## config.mk

```make
export PLATFORM = sky130hd
export DESIGN_NAME = warp_div_serializer
export DESIGN_NICKNAME = d
export VERILOG_FILES = /design/src/rtl/dvs_pkg.sv /design/src/rtl/dvs_launch_mask.sv /design/src/rtl/dvs_lane_split.sv /design/src/rtl/dvs_pass_ctr.sv /design/src/rtl/dvs_seq.sv /design/src/rtl/warp_div_serializer.sv
export SDC_FILE = /design/constraint.sdc
export NUM_CORES = 1
export LEC_CHECK = 0
export ABC_CLOCK_PERIOD_IN_PS = 8450
export CORE_AREA = 2 2 112 114
export DETAILED_ROUTE_END_ITERATION = 8
export DIE_AREA = 0 0 114 116
export GPL_ROUTABILITY_DRIVEN = 0
export PLACE_DENSITY = 0.87
export SLEW_MARGIN = 10
export SYNTH_ARGS = -nofsm -noshare
export SYNTH_HDL_FRONTEND = slang
export SYNTH_SLANG_ARGS = --single-unit
```

## constraint.sdc

```tcl
create_clock -name clk -period 8.45 [get_ports clk]
set_clock_uncertainty 0.1 [all_clocks]
set_input_delay 2.1125 -clock clk [delete_from_list [all_inputs] [get_ports clk]]
set_output_delay 2.1125 -clock clk [all_outputs]
set_load 0.01 [all_outputs]
```

## src/rtl/dvs_pkg.sv

```systemverilog
package dvs_pkg;
  typedef enum logic [1:0] {
    PATH_NONE  = 2'd0,
    PATH_TRUE  = 2'd1,
    PATH_FALSE = 2'd2
  } path_e;
endpackage

```

## src/rtl/dvs_launch_mask.sv

```systemverilog
module dvs_launch_mask #(
  parameter int LANES = 32,
  parameter int CNT_W = 16,
  localparam int LANE_W = $clog2(LANES),
  localparam int WARP_W = CNT_W - LANE_W + 1
) (
  input  logic [CNT_W-1:0]  threads,
  output logic [LANES-1:0]  tail_mask,
  output logic [WARP_W-1:0] warps
);
  localparam int REM_W = LANE_W + 1;

  logic [CNT_W:0]      padded;
  logic [LANE_W-1:0]   rem;
  logic [REM_W-1:0]    tail_lanes;
  logic                none;

  always_comb begin
    padded     = {1'b0, threads} + (CNT_W+1)'(LANES - 1);
    warps      = WARP_W'(padded >> LANE_W);
    rem        = threads[LANE_W-1:0];
    none       = (threads == '0);
    tail_lanes = (rem == '0) ? REM_W'(LANES) : {1'b0, rem};
  end

  for (genvar i = 0; i < LANES; i++) begin : g_lane
    assign tail_mask[i] = !none && (REM_W'(i) < tail_lanes);
  end
endmodule

```

## src/rtl/dvs_lane_split.sv

```systemverilog
module dvs_lane_split #(
  parameter int LANES = 32
) (
  input  logic [LANES-1:0] cur_mask,
  input  logic [LANES-1:0] cond,
  output logic [LANES-1:0] true_mask,
  output logic [LANES-1:0] false_mask,
  output logic             diverged,
  output logic             any_true
);
  always_comb begin
    true_mask  = cur_mask & cond;
    false_mask = cur_mask & ~cond;
    any_true   = |true_mask;
    diverged   = any_true && (|false_mask);
  end
endmodule

```

## src/rtl/dvs_pass_ctr.sv

```systemverilog
module dvs_pass_ctr #(
  parameter int PASS_W = 16
) (
  input  logic              clk,
  input  logic              rst_n,
  input  logic              clear,
  input  logic              add_one,
  input  logic              add_two,
  output logic [PASS_W-1:0] count
);
  always_ff @(posedge clk) begin
    if (!rst_n || clear) count <= '0;
    else if (add_two)    count <= count + PASS_W'(2);
    else if (add_one)    count <= count + PASS_W'(1);
  end
endmodule

```

## src/rtl/dvs_seq.sv

```systemverilog
module dvs_seq
  import dvs_pkg::*;
#(
  parameter int LANES = 32
) (
  input  logic             clk,
  input  logic             rst_n,
  input  logic             load,
  input  logic [LANES-1:0] load_mask,
  input  logic             accept,
  input  logic [LANES-1:0] true_mask,
  input  logic [LANES-1:0] false_mask,
  input  logic             diverged,
  input  logic             any_true,
  input  logic             path_end,
  output logic [LANES-1:0] active_mask,
  output logic [LANES-1:0] saved_mask,
  output path_e            path,
  output logic             busy
);
  logic [LANES-1:0] second_q;
  logic             pending_q;

  assign busy = (path != PATH_NONE);

  always_ff @(posedge clk) begin
    if (!rst_n) begin
      active_mask <= '0;
      saved_mask  <= '0;
      second_q    <= '0;
      pending_q   <= 1'b0;
      path        <= PATH_NONE;
    end else if (load) begin
      active_mask <= load_mask;
      saved_mask  <= load_mask;
      second_q    <= '0;
      pending_q   <= 1'b0;
      path        <= PATH_NONE;
    end else if (busy && path_end) begin
      if (pending_q) begin
        active_mask <= second_q;
        pending_q   <= 1'b0;
        path        <= PATH_FALSE;
      end else begin
        active_mask <= saved_mask;
        path        <= PATH_NONE;
      end
    end else if (accept) begin
      saved_mask <= active_mask;
      second_q   <= false_mask;
      if (diverged) begin
        active_mask <= true_mask;
        pending_q   <= 1'b1;
        path        <= PATH_TRUE;
      end else begin
        pending_q <= 1'b0;
        path      <= any_true ? PATH_TRUE : PATH_FALSE;
      end
    end
  end
endmodule

```

## src/rtl/warp_div_serializer.sv

```systemverilog
module warp_div_serializer
  import dvs_pkg::*;
#(
  parameter int LANES  = 32,
  parameter int CNT_W  = 16,
  parameter int PASS_W = 16,
  localparam int LANE_W = $clog2(LANES),
  localparam int WARP_W = CNT_W - LANE_W + 1
) (
  input  logic              clk,
  input  logic              rst_n,
  input  logic              launch_valid,
  input  logic [CNT_W-1:0]  launch_threads,
  input  logic              br_valid,
  output logic              br_ready,
  input  logic [LANES-1:0]  br_cond,
  input  logic              path_end,
  output logic [LANES-1:0]  active_mask,
  output logic [1:0]        path_sel,
  output logic [PASS_W-1:0] pass_count,
  output logic [WARP_W-1:0] warp_count,
  output logic              br_err
);
  logic [LANES-1:0]  tail_mask;
  logic [WARP_W-1:0] warps_calc;
  logic [LANES-1:0]  true_mask, false_mask, pre_mask;
  logic              diverged, any_true, busy, accept;
  path_e             path;

  dvs_launch_mask #(.LANES(LANES), .CNT_W(CNT_W)) u_launch (
    .threads(launch_threads), .tail_mask(tail_mask), .warps(warps_calc)
  );

  dvs_lane_split #(.LANES(LANES)) u_split (
    .cur_mask(active_mask), .cond(br_cond), .true_mask(true_mask),
    .false_mask(false_mask), .diverged(diverged), .any_true(any_true)
  );

  assign br_ready = !busy && !launch_valid;
  assign accept   = br_valid && br_ready;
  assign path_sel = path;

  dvs_seq #(.LANES(LANES)) u_seq (
    .clk(clk), .rst_n(rst_n), .load(launch_valid), .load_mask(tail_mask),
    .accept(accept), .true_mask(true_mask), .false_mask(false_mask),
    .diverged(diverged), .any_true(any_true), .path_end(path_end),
    .active_mask(active_mask), .saved_mask(pre_mask), .path(path), .busy(busy)
  );

  dvs_pass_ctr #(.PASS_W(PASS_W)) u_pass (
    .clk(clk), .rst_n(rst_n), .clear(launch_valid),
    .add_one(accept && !diverged), .add_two(accept && diverged),
    .count(pass_count)
  );

  always_ff @(posedge clk) begin
    if (!rst_n) begin
      warp_count <= '0;
      br_err     <= 1'b0;
    end else begin
      if (launch_valid) warp_count <= warps_calc;
      br_err <= br_valid && busy && !launch_valid;
    end
  end
endmodule

```

* Word level (Yosys, flattened, before mapping) *
Cells that the tools add are included.
W data, S select, Z words.

storage, ports and cells
  bits in writable memories = 0
  ROM bits = 0
  word-level logic and storage cells = 127
  bits in latches = 0
  register bits = 128
  memories kept = 0
  bits of input ports = 53

cells by class
  bitwise logic cells = 5
  div/mod/pow operators = 0
  shift-type cells = 0
  mux-type cells = 17
  multiply operators = 0
  reduce and logical (&&, ||, !) cells = 61
  order comparisons = 32
  $add $sub $neg = 3
  eq/ne operators = 1

operators by type and width
  kind                     number
  $mux W32                 8
  $lt A5 B6 Y1 const A     16
  $and A32 B32 Y32         2
  $reduce_or A32 Y1        2
  $lt A4 B6 Y1 const A     8
  $logic_and A1 B1 Y1      40
  $mux W16                 2
  $not A32 Y32             1
  $lt A3 B6 Y1 const A     4
  $add A16 B5 Y17 const B  1
  $add A16 B1 Y16 const B  1
  $add A16 B2 Y16 const B  1
  $logic_not A16 Y1        1
  $lt A1 B6 Y1 const A     2
  $lt A2 B6 Y1 const A     2
  $mux W2                  5
  $reduce_bool A2 Y1       4
  $mux W6                  1
  $reduce_and A2 Y1        3
  $reduce_bool A3 Y1       2
  $logic_not A1 Y1         5
  $logic_not A5 Y1         1
  $reduce_or A3 Y1         1
  $ne A2 B2 Y1 const B     1
  other kinds (4)          5

* Longest topological paths before layout *
  depth in word-level cells = 8
  gate-level depth with buffers = 10

* By module *
A second synthesis with hierarchy kept.

unflattened totals
  cell total of the unflattened synthesis = 934
  area total of the unflattened synthesis = 7588.5 um2

by module, submodules not included
  module               times used  cells an instance  area each (um2)  seq. area each (um2)
  dvs_seq              1           607                4936.0           1981.9
  dvs_pass_ctr         1           92                 817.0            320.3
  dvs_launch_mask      1           104                690.7            0.0
  dvs_lane_split       1           86                 614.3            0.0
  warp_div_serializer  1           45                 530.5            260.2

* Least setup slack after synthesis *
Ideal clock, no wire load.

  path type = input to output
  start point = in launch_valid
  end point = out br_ready
  data arrival time = 3.355 ns
  stages on the path = 5
  data required time = 6.238 ns
  slack = 2.883 ns
  cell sequence = clkbuf_1 > clkbuf_1 > clkbuf_1 > buf_1 > nor3_1

on the way
  longest elaborated chain between the ends = 2

ends and longest elaborated chain
  element              RTL line                   RTL
  from (decl)          warp_div_serializer.sv:12  input logic launch_valid,
  $logic_not A1 Y1     warp_div_serializer.sv:39  assign br_ready = !busy && !launch_valid;
  $logic_and A1 B1 Y1  warp_div_serializer.sv:39
  to (decl)            warp_div_serializer.sv:15  output logic br_ready,

No other way between the ends.

* Final worst setup path *
Same ends and word-level chain as after synthesis.

==> flow_summary.ini <==
[run_status]
outcome = finished, final reports clean

[clock_network]
cts_setup_buffers = 0
cts_sinks = 128
cts_resized = 0
cts_buffers = 17
htreeDepth = 4
cts.hold.buffers_added = 0
clock_latency_ns = 0.43
clk_pin_slew_ns = 0.05
ctsRootBufferMaster = clkbuf_16
clockBufferDepth = 2
cts_tree = built

[layout]
syn2layout_area_growth_pct = 25.6
nets = 1003
drive_above_1_share_pct = 7.60
mostFrequentLayoutCell = dfxtp_1
diodes = 0
most-common-layout-cells = dfxtp_1, clkdlybuf4s50_1, nor2_1

[timing]
fin_tns_setup_ns = 0
fin_crit_sh_pct = 67.6
hold_viol = 0
worst_pin_slew_ns = 1.00
fmax_ghz = 0.175
period_needed_ns = 5.71
finalSetupViolCount = 0
whs_ns = 0.355
rsz0062_at_grt = false
relSlewSlack_pct = 33.3
finalMaxSlewViolations = 0
fin_ws_ns = 2.74

[routing]
wl_per_cell_um = 19.6
first_iter_violations = 915
via_per_inst = 6.49
wl_um = 21700
route.detailed.drc = 0
vias = 7179
first_pass_iters = 7
ant_nets = 0

[critical_path]
regToRegSetupSlack_ns = 5.28
cpPeakStageDelay_ns = 0.73
cp-endpoint = br_ready
worst-path-max-fanout = 48
worstPathArrival_ns = 3.50
cp_num_buf_inv = 2
crit_required_ns = 6.24
endpoint_kind = output pin
cp-start-kind = input pin
crit_path_cell_trace = buf_2 > nor3_1 > clkdlybuf4s50_1
cp_num_cells = 3
slowest_stage = buf_2
r2r-start = u_seq.active_mask[15]$_SDFFE_PN0P_
cp_top_family = buffers and inverters
regToRegEndpoint = u_pass.count[5]$_SDFFE_PP0P_
crit_start = launch_valid
path_class = in -> out
rr_worst_depth = 7

[yosys]
synth_warnings = 0
postSynthAreaPerCell_um2 = 7.85
synthCells = 869
synth_nets = 924
async_flop_share_pct = 0
ys_types = 52
seq_area_frac_synth_pct = 37.6
synth-main-ff-cell = dfxtp_1
syn_area_um2 = 6820
synth_edf_count = 0
synth-seq-cells = 128

[flow_run]
drv_cap = 0

[die]
core_area_um2 = 11900
die_area_um2 = 13200
die_width_um = 114
ioPinCount = 117
die_h_um = 116
num_rows = 40
start_util_pct = 57.3

[placed_design]
hpwl_um = 13700
dp_slack_ns = 2.77
numPortBuffers = 116

[global_routing]
track_usage_pct = 33.4
grt_pass1_wl_um = 34700
grt_pass1_vias = 6901
overflow = 0
antenna_found_initial = 0
grt_start_max_net_pins = 65

[pwr]
p_int_uw = 1250
switchingPower_uw = 479
clkPwrFrac_pct = 42.3
p_per_area_nw_per_um2 = 202
p_sw_share_pct = 27.7
p_leak_uw = 0.00302
seqPwrFrac_pct = 39.3
pwr-share-comb_pct = 18.4
peakVddDrop_mv = 0.135

[min_path]
hold_path.class = reg -> reg
## logic make-up after synthesis
family                   share of synthesized area, %
AO/OA/AOI/OAI                                    27.8
XOR/XNOR                                         1.67
adder cells (fa/ha/maj)                         0.367
buffers and inverters                            4.73
flip-flops                                       37.6
multiplexers                                     4.84
AND/OR/NAND/NOR                                  23.0
## sequential cells by signal, summed over array words and instances (netlist names)
name / flops
u_pass.count: 16
u_seq.second_q: 32
u_seq.pending_q: 1
br_err: 1
u_seq.path: 2
u_seq.saved_mask: 32
warp_count: 12
u_seq.active_mask: 32
## power by group through the flow
stage                     sequential [uW]  combinational, uW  clock [uW]
after global placement                689                302           0
final                                 680                318         732
after CTS                             678                312         732
after global routing                  684                341         762
after floorplan                       689                179           0
after detailed placement              689                308           0
## synthesized netlist by cell type (all sizes together), types with 6 or more instances
cell type	number	area share [%]
nand2	98	5.4
o221a	17	2.8
or4	7	0.88
a31oi	6	0.55
nor4	10	0.92
buf	16	1.5
nand3	13	0.95
o21bai	11	1.2
a21oi	100	7.3
a211oi	48	5.3
o21ai	39	2.9
xnor2	6	0.77
a311oi	6	0.77
o311a	6	0.88
o211a	6	0.88
nor2	114	6.3
a22oi	8	0.88
xor2	7	0.90
inv	7	0.39
dfxtp	128	38
mux2i	33	4.8
nor2b	38	3.6
and3	8	0.73
clkbuf	52	2.9
nor3	18	1.4
nand4	6	0.55
nand2b	6	0.55
## worst min-delay path, delay by kind of cell, from the launching register on
family / cells / cell delay (ns)
AOI/OAI and AO/OA: 1 / 0.05
DFF: 1 / 0.30
and+or+nand+nor: 1 / 0.05
## per-stage QoR
step                utilization (%)  power [uW]  area [um^2]  instances
detailed placement             66.9         997         7970       1076
floorplan                         -         868         6820        869
global route                   72.0        1790         8570       1107
CTS                            72.0        1720         8570       1107
global placement               66.9         991         7970       1076
finish                         72.0        1730         8570       1107
## cell type report
class | count | area (um^2)
Tap cell | 147 | 184
Multi-Input combinational cell | 666 | 3950
Timing Repair Buffer | 128 | 1250
Inverter | 7 | 26.3
Fill cell | 934 | 3340
Clock inverter | 4 | 45.0
Clock buffer | 27 | 553
Sequential cell | 128 | 2560
## layer usage
layer | global-route usage, % | routed length, um | part of all wire, %
met5 | 0 | 0 | 0
met4 | 16.7 | 839 | 3.9
met3 | 8.42 | 2230 | 10
met2 | 53.8 | 9970 | 46
met1 | 41.8 | 8640 | 40
## worst min path at each step
stage                                          startpoint  slack (ns)                              end  depth (start not counted)
after floorplan            u_seq.second_q[0]$_SDFFE_PP0P_        0.34   u_seq.second_q[0]$_SDFFE_PP0P_                          2
after global placement    u_seq.second_q[16]$_SDFFE_PP0P_        0.34  u_seq.second_q[16]$_SDFFE_PP0P_                          2
after detailed placement  u_seq.second_q[26]$_SDFFE_PP0P_        0.35  u_seq.second_q[26]$_SDFFE_PP0P_                          2
after CTS                 u_seq.second_q[26]$_SDFFE_PP0P_        0.35  u_seq.second_q[26]$_SDFFE_PP0P_                          2
after global routing      u_seq.second_q[16]$_SDFFE_PP0P_        0.37  u_seq.second_q[16]$_SDFFE_PP0P_                          2
final                     u_seq.second_q[15]$_SDFFE_PP0P_        0.35  u_seq.second_q[15]$_SDFFE_PP0P_                          2
No activity file was read; power rests on OpenSTA's default activity.
